--- src/rtl/afd_pkg.sv ---
package afd_pkg;
  localparam int AMW = 6;
  localparam int SLOTW = 5;
  localparam int CFG_OFS_W = 19;
  localparam int CFG_TOP = CFG_OFS_W + SLOTW;          // bits compared for config space
  localparam logic [AMW-1:0] CFG_AM = 6'h2F;

  typedef enum logic [1:0] {
    WID_BYTE = 2'd0,
    WID_HALF = 2'd1,
    WID_WORD = 2'd2,
    WID_RSV  = 2'd3
  } wid_e;
endpackage

--- src/rtl/afd_fn_cmp.sv ---
module afd_fn_cmp
  import afd_pkg::*;
#(
  parameter int AW = 32
) (
  input  logic [AW-1:0]  addr,
  input  logic [AMW-1:0] am,
  input  logic [AW-1:0]  base,
  input  logic [AW-1:0]  mask,
  input  logic [AMW-1:0] exp_am,
  input  logic           fn_on,
  input  logic           all_on,
  output logic           match
);
  logic addr_eq;
  logic am_eq;

  assign addr_eq = (((addr ^ base) & mask) == '0);
  assign am_eq   = (am == exp_am);
  assign match   = all_on & fn_on & am_eq & addr_eq;
endmodule

--- src/rtl/afd_prio.sv ---
module afd_prio #(
  parameter int NF = 8,
  localparam int IW = (NF > 1) ? $clog2(NF) : 1
) (
  input  logic [NF-1:0] req,
  output logic          any,
  output logic [IW-1:0] idx,
  output logic [NF-1:0] onehot
);
  always_comb begin
    any    = 1'b0;
    idx    = '0;
    onehot = '0;
    for (int i = NF - 1; i >= 0; i--) begin
      if (req[i]) begin
        any    = 1'b1;
        idx    = IW'(i);
        onehot = NF'(1) << i;
      end
    end
  end
endmodule

--- src/rtl/afd_cfg_match.sv ---
module afd_cfg_match
  import afd_pkg::*;
(
  input  logic [CFG_TOP-1:0]   addr,
  input  logic [AMW-1:0]       am,
  input  logic [1:0]           width,
  input  logic [SLOTW-1:0]     slot,
  output logic                 sel,
  output logic [CFG_OFS_W-1:0] ofs
);
  logic lane_ok;
  logic slot_eq;

  always_comb begin
    case (wid_e'(width))
      WID_BYTE: lane_ok = (addr[1:0] == 2'd3);
      WID_HALF: lane_ok = (addr[1:0] == 2'd2);
      WID_WORD: lane_ok = (addr[1:0] == 2'd0);
      default:  lane_ok = 1'b0;
    endcase
  end

  assign slot_eq = (slot != '0) && (addr[CFG_TOP-1:CFG_OFS_W] == slot);
  assign sel     = (am == CFG_AM) && slot_eq && lane_ok;
  assign ofs     = addr[CFG_OFS_W-1:0];
endmodule

--- src/rtl/afd_rsp_reg.sv ---
module afd_rsp_reg #(
  parameter int W = 8
) (
  input  logic         clk,
  input  logic         rst_n,
  input  logic         in_valid,
  output logic         in_ready,
  input  logic [W-1:0] in_data,
  output logic         out_valid,
  input  logic         out_ready,
  output logic [W-1:0] out_data
);
  assign in_ready = ~out_valid | out_ready;

  always_ff @(posedge clk) begin
    if (!rst_n) begin
      out_valid <= 1'b0;
      out_data  <= '0;
    end else if (in_ready) begin
      out_valid <= in_valid;
      if (in_valid) out_data <= in_data;
    end
  end
endmodule

--- src/rtl/addr_func_decoder.sv ---
module addr_func_decoder
  import afd_pkg::*;
#(
  parameter int NF = 8,
  parameter int AW = 32,
  localparam int IW = (NF > 1) ? $clog2(NF) : 1
) (
  input  logic               clk,
  input  logic               rst_n,
  input  logic               dec_en,
  input  logic [SLOTW-1:0]   slot_id,
  input  logic [NF*AW-1:0]   fn_base,
  input  logic [NF*AW-1:0]   fn_mask,
  input  logic [NF*AMW-1:0]  fn_am,
  input  logic [NF-1:0]      fn_en,
  input  logic               req_valid,
  output logic               req_ready,
  input  logic [AW-1:0]      req_addr,
  input  logic [AMW-1:0]     req_am,
  input  logic [1:0]         req_width,
  output logic               rsp_valid,
  input  logic               rsp_ready,
  output logic               rsp_hit,
  output logic               rsp_cfg,
  output logic [IW-1:0]      rsp_fn_idx,
  output logic [NF-1:0]      rsp_fn_onehot,
  output logic [AW-1:0]      rsp_local_addr
);
  localparam int RW = 2 + IW + NF + AW;

  logic [NF-1:0]        fn_hit;
  logic [AW-1:0]        mask_a [NF];
  logic                 any_fn;
  logic [IW-1:0]        win_idx;
  logic [NF-1:0]        win_oh;
  logic                 cfg_sel;
  logic [CFG_OFS_W-1:0] cfg_ofs;
  logic [AW-1:0]        fn_local;
  logic [RW-1:0]        nxt;
  logic [RW-1:0]        cur;

  for (genvar g = 0; g < NF; g++) begin : g_fn
    assign mask_a[g] = fn_mask[g*AW +: AW];
    afd_fn_cmp #(.AW(AW)) u_cmp (
      .addr   (req_addr),
      .am     (req_am),
      .base   (fn_base[g*AW +: AW]),
      .mask   (fn_mask[g*AW +: AW]),
      .exp_am (fn_am[g*AMW +: AMW]),
      .fn_on  (fn_en[g]),
      .all_on (dec_en),
      .match  (fn_hit[g])
    );
  end

  afd_prio #(.NF(NF)) u_prio (
    .req    (fn_hit),
    .any    (any_fn),
    .idx    (win_idx),
    .onehot (win_oh)
  );

  afd_cfg_match u_cfg (
    .addr  (req_addr[CFG_TOP-1:0]),
    .am    (req_am),
    .width (req_width),
    .slot  (slot_id),
    .sel   (cfg_sel),
    .ofs   (cfg_ofs)
  );

  assign fn_local = req_addr & ~mask_a[win_idx];

  always_comb begin
    if (cfg_sel)
      nxt = {1'b1, 1'b1, {IW{1'b0}}, {NF{1'b0}}, AW'(cfg_ofs)};
    else if (any_fn)
      nxt = {1'b1, 1'b0, win_idx, win_oh, fn_local};
    else
      nxt = '0;
  end

  afd_rsp_reg #(.W(RW)) u_out (
    .clk       (clk),
    .rst_n     (rst_n),
    .in_valid  (req_valid),
    .in_ready  (req_ready),
    .in_data   (nxt),
    .out_valid (rsp_valid),
    .out_ready (rsp_ready),
    .out_data  (cur)
  );

  assign {rsp_hit, rsp_cfg, rsp_fn_idx, rsp_fn_onehot, rsp_local_addr} = cur;
endmodule

--- config.mk ---
export PLATFORM = sky130hd
export DESIGN_NAME = addr_func_decoder
export DESIGN_NICKNAME = d
export VERILOG_FILES = /design/src/rtl/afd_pkg.sv /design/src/rtl/afd_fn_cmp.sv /design/src/rtl/afd_prio.sv /design/src/rtl/afd_cfg_match.sv /design/src/rtl/afd_rsp_reg.sv /design/src/rtl/addr_func_decoder.sv
export SDC_FILE = /design/constraint.sdc
export NUM_CORES = 1
export LEC_CHECK = 0
export BUFFER_PORTS_ARGS = -buffer_cell sky130_fd_sc_hd__buf_2
export CORE_AREA = 2 2 257 259
export CTS_CLUSTER_DIAMETER = 40
export DETAILED_ROUTE_END_ITERATION = 8
export DIE_AREA = 0 0 259 261
export PLACE_DENSITY = 0.47
export RECOVER_POWER = 100
export SLEW_MARGIN = 20
export SYNTH_ARGS = -nofsm -noshare
export SYNTH_HDL_FRONTEND = slang
export SYNTH_SLANG_ARGS = --single-unit
--- constraint.sdc ---
create_clock -name clk -period 7.2 [get_ports clk]
set_clock_uncertainty 0.1 [all_clocks]
set_input_delay 0 -clock clk [delete_from_list [all_inputs] [get_ports clk]]
set_output_delay 0 -clock clk [all_outputs]
set_load 0.02 [all_outputs]
* After elaboration in Yosys (flattened, before gate mapping) *
Cells that the tools add are included.

storage, ports and cells
  output and inout bits = 47
  bits in registers = 46

operators by class
  order comparisons = 1
  eq/ne operators = 14
  muxes and demuxes = 30
  bitwise gates (word level) = 45
  reduce and logical (&&, ||, !) cells = 15

operators with widths
  operator                                                               number
  32-bit AND                                                             9
  32-bit logical NOT                                                     8
  32-bit XOR                                                             8
  32-bit binary-select mux with 3-bit select                             1
  45-bit 2-to-1 mux                                                      2
  32-bit 2-to-1 mux                                                      2
  8-bit 2-to-1 mux                                                       8
  6-bit equality test                                                    8
  32-bit NOT                                                             1
  1-bit AND                                                              24
  3-bit 2-to-1 mux                                                       8
  1-bit 2-to-1 mux                                                       8
  2-bit equality test, second input constant                             3
  6-bit equality test, second input constant                             1
  5-bit equality test                                                    1
  5-bit nonzero test                                                     1
  4-bit greater-or-equal comparator, second input constant               1
  2-bit logical NOT                                                      2
  3-bit NOT with 4-bit output                                            1
  1-bit logical AND                                                      3
  1-bit one-hot mux with 3 select lines                                  1
  2-bit by 1-bit equality test with 1-bit output, second input constant  1
  2-bit AND reduction                                                    1
  1-bit NOT                                                              1
  1-bit OR                                                               1

* Depth between registers and ports, before layout *
  depth after elaboration = 20
  gate-level depth with buffers = 14

* Modules after synthesis *
From an unflattened synthesis, not the netlist that was laid out.

unflattened totals
  cell total of the unflattened synthesis = 977
  area, all modules = 9,131.3 um^2

modules (own cells, without submodules)
  module             area an instance (um^2)  times used  cells each
  afd_fn_cmp         549.3                    8           61
  addr_func_decoder  2,446.1                  1           231
  afd_rsp_reg        1,883.1                  1           200
  afd_cfg_match      262.8                    1           35
  afd_prio           145.1                    1           23

* Least setup slack after synthesis *
No wires, ideal clock.

  path kind = input-to-reg
  start point = in req_addr[10]
  end point = reg u_out.out_data[12]
  data required time = 7,014 ps
  stages = 12
  path buffers = 2
  path slack = 4,291 ps
  arrival = 2,724 ps
  library setup time = 86 ps
  cells stage by stage = buf_2 -> xor2_1 -> a22oi_1 -> nand4_1 -> nor4_4 -> a22oi_1 -> a2111oi_4 -> buf_2 -> mux2_2 -> o21ai_0 -> a21oi_1 -> a211oi_1

on the way
  cells in the longest elaborated chain, start to end = 20

RTL lines
  element                                                RTL line                 source
  start: declaration                                     addr_func_decoder.sv:18  input logic [AW-1:0] req_addr,
  32-bit XOR                                             afd_fn_cmp.sv:18         assign addr_eq = (((addr ^ base) & mask) == '0);
  32-bit AND                                             afd_fn_cmp.sv:18
  32-bit logical NOT                                     afd_fn_cmp.sv:18
  1-bit AND                                              afd_fn_cmp.sv:20         assign match = all_on & fn_on & am_eq & addr_eq;
  3-bit 2-to-1 mux (8 in series)                         afd_prio.sv:15           if (req[i]) begin
  3-bit NOT with 4-bit output (implied by the code)      addr_func_decoder.sv:72  assign fn_local = req_addr & ~mask_a[win_idx];
  32-bit binary-select mux with 3-bit select             addr_func_decoder.sv:72
  32-bit 2-to-1 mux (implied by the code) (2 in series)  addr_func_decoder.sv:72
  32-bit NOT                                             addr_func_decoder.sv:72
  32-bit AND                                             addr_func_decoder.sv:72
  45-bit 2-to-1 mux *                                    addr_func_decoder.sv:77  else if (any_fn)
  45-bit 2-to-1 mux *                                    addr_func_decoder.sv:75  if (cfg_sel)
  end signal: assignment                                 afd_rsp_reg.sv:21        if (in_valid) out_data <= in_data;
  end: declaration                                       afd_rsp_reg.sv:11        output logic [W-1:0] out_data

Every way passes the cells marked *; elsewhere a longest branch is shown, timed or not. The select of a mux whose other input is x is not followed.
A chain may end at the register's enable or synchronous reset.

* Final worst setup path *
  start point = in req_addr[0]
  end point = reg u_out.out_data[30]

on the way
  cells in the longest elaborated chain, start to end = 20

RTL lines
  element                                                RTL line
  32-bit XOR                                             afd_fn_cmp.sv:18
  32-bit AND                                             afd_fn_cmp.sv:18
  32-bit logical NOT                                     afd_fn_cmp.sv:18
  1-bit AND                                              afd_fn_cmp.sv:20
  3-bit 2-to-1 mux (8 in series)                         afd_prio.sv:15
  3-bit NOT with 4-bit output (implied by the code)      addr_func_decoder.sv:72
  32-bit binary-select mux with 3-bit select             addr_func_decoder.sv:72
  32-bit 2-to-1 mux (implied by the code) (2 in series)  addr_func_decoder.sv:72
  32-bit NOT                                             addr_func_decoder.sv:72
  32-bit AND                                             addr_func_decoder.sv:72
  45-bit 2-to-1 mux                                      addr_func_decoder.sv:77
  45-bit 2-to-1 mux *                                    addr_func_decoder.sv:75

Marked as above.

==> results.txt <==
Outcome: finished with violations
Violated checks: max-capacitance violations, max-slew violations
Main synth FF type: dfxtp_1
Final ANT Viol Nets: 0
Required @ worst endpoint: 7.28 ns
Design area: 14300 um2
Initial antenna violation count: 19
Synthesized flop and latch total: 46
DR pass1 iterations: 6
Largest net degree at the start of global routing: 53
Highest ir drop seen on vdd: 0.0885 mV
# placed instances: 2765
H-tree levels: 2
Fmax: 166 MHz
DR vias/cell: 5.35
Sequential element share of the synthesized area: 9.15%
Gpl congestion: 1.00
Vias: 14900
CP Data Arrival Time: 6.11 ns
Setup TNS: 0 ns
Clock period minus final worst setup slack: 6.03 ns
Placed inst area: 14200 um2
Syn Area/Cell: 7.69 um2
Core footprint: 65000 um2
First-pass GRT wire length: 138 mm
IO Port Bufs: 664
Die Wd: 259 um
Routed length per instance: 38.8 um
Nets: 2529
Initial Utilization: 15.5%
DRC: 0
Worst reg-to-reg path cell count: 9
Worst slew pin tran: 1.81 ns
WP depth: 12
Clock latency on the worst-skew pair: 0.30 ns
Syn-to-layout area delta: 41.9%
CP cell instances: clkbuf_1 > xor2_1 > a22oi_1 > nand4_1 > or2_2 > o311ai_0 > a2111o_1 > and2_0 > buf_4 > a221oi_1 > o2111ai_1 > nand3_1
CTS Sinks: 46
Final hold slack: 0.0485 ns
Die area: 67600 um2
Post-DP HPWL: 92.9 mm
Crit-path max FO: 52
Final Hold Viols: 0
Hold Path Class: input port to register
Vias in the first global route: 15000
Total Power: 1.43 mW
Fin. max-slew vios: 12
Setup crit start kind: input port
Max clock buf depth: 2
Drt total wl: 108 mm
Total grt overflow: 0
Synth unique cells: 61
Slowest cell on crit path: clkbuf_1
Share of post-route cells with drive strength above 1: 35.8%
Max-Cap Viols: 1
# IOs: 665
Lkg Pwr: 6.06 nW
Clock-pin slew on the worst setup and hold paths: 0.07 ns
Post-place setup slack: 2.06 ns
Reg power frac: 17.8%
CP top delay family: compound AO/OA/AOI/OAI gates
Setup WS post-layout: 1.17 ns
Post-Syn Area: 10100 um2
Rel. slew slack: -20.4%
Internal power: 0.721 mW
Ys Warns: 0
Async SR Flop Fraction: 0%
Site Rows: 94
P_sw: 0.712 mW
Mapped Nets: 1927
Critical path type: input port to register
Final period utilization: 83.7%
Clk root buf: clkbuf_16
Power share of the clock group: 19.8%
TritonCTS buffer count: 5
Hold depth: 4
PD cells: 100 nW/um2
Finished Layout Cells: 2782
Yosys top cell by area: xor2_1
TritonCTS clock tree: built
GRT Overall Usage: 30.4%
Area share of the largest cell type after synthesis: 25.5%
Cells after synthesis: 1309
Unrepaired setup endpoints after global routing: no
CP peak stage delay: 1.27 ns
Initial DRC count: 1792
Synth top area cells: xor2_1 (26%), a22oi_1 (14%), dfxtp_1 (9.2%)
Die height: 261 um
Post-layout util: 22.0%
Fill cells: 7520
Comb pwr share: 62.4%
Post-synth EDFFs: 0
CP bufs+invs: 2
Final setup fails: 0
Sw frac: 49.7%
Crit end category: register
==> power groups by stage <==
stage	clock network (mW)	registers, mW	logic [mW]
6_report	0.284	0.255	0.894
5_1_grt	0.300	0.255	0.921
4_1_cts	0.290	0.255	0.879
3_5_place_dp	0	0.261	0.874
3_3_place_gp	0	0.261	0.882
2_1_floorplan	0	0.262	0.353
==> cell usage after synthesis, types with 20 or more instances <==
| cell | count |
|---|---|
| nand4_1 | 65 |
| o21ai_0 | 20 |
| dfxtp_1 | 46 |
| a21oi_1 | 49 |
| a22oi_1 | 192 |
| clkbuf_1 | 23 |
| nor2_1 | 26 |
| buf_2 | 38 |
| nand3_1 | 45 |
| xor2_1 | 293 |
| a221oi_1 | 58 |
| mux2i_1 | 68 |
| nand2_1 | 133 |
==> placed cells by master, fill, tap and decap left out, drive strengths merged, types with 9 or more instances in the layout <==
cell type  netlist  routed
a21oi           49      49
nor2            26      26
dfxtp           46      46
clkbuf          23      56
nor4            22      22
o21ai           25      25
nand4           66      66
nand3           45      45
xnor2           16      16
nand2b          19      19
nor3            18      18
mux2            20      20
buf             64     629
a221oi          64      64
o2111ai         13      13
or3              9       9
a22oi          192     192
a211oi          18      18
nand2          133     133
mux2i           68      68
xor2           293     293
o211ai          17      17
==> layout make-up <==
cell class	count	area (um2)	share of cell area [%]
flip-flops and latches	46	921	6.45
inverters	3	11.3	0.0788
repair buffers	682	3450	24.1
clock inverters	2	37.5	0.263
multi-input cells	1173	8640	60.5
clock buffers	6	129	0.902
diodes	6	15.0	0.105
well taps	864	1080	7.57
==> worst register-to-register path, cell delays in order (launching register included) <==
cell and delay, ns:
dfxtp_1 0.32, nand2b_1 0.21, nand2_1 0.09, buf_4 0.29
nor2_1 0.29, o41ai_1 0.18, a211oi_2 0.23, clkbuf_1 0.71
o2111ai_1 0.42, nand3_1 0.19
==> state kept, by name, indices dropped and copies added, names as in the netlist <==
register,count
u_out.out_data,45
u_out.out_valid,1
==> worst paths after layout <==
| kind | from | end | slack, ns |
|---|---|---|---|
| worst max register to register | u_out.out_valid | u_out.out_data[30] | 4.12 |
| worst min-delay path | fn_mask[29] | u_out.out_data[29] | 0.05 |
| worst max-delay path | req_addr[0] | u_out.out_data[30] | 1.17 |
| worst min register to register | u_out.out_data[24] | u_out.out_data[24] | 0.36 |
==> cell families after synthesis <==
group / synth area share, %
muxes: 9.04
and+or+nand+nor: 19.3
xor gates and xnor gates: 26.9
AOI/OAI and AO/OA: 30.6
DFF: 9.15
buffers and inverters: 5.06
==> layer usage <==
metal	up-vias	wire [um]	GRT usage, %
li1	6249	-	-
met1	7373	43300	37.3
met2	1078	52900	54.6
met3	172	6940	3.15
met4	4	4670	11.4
met5	-	28	0
==> what timing repair did <==
action / 4_1_cts / 5_1_grt
setup endpoints to repair: 0 / 0
buffers inserted: 0 / 0
resized for setup: 0 / 0
endpoints found under the hold margin: 4 / 0
hold buffers: 3 / 0
(Power assumes the default switching activity.)
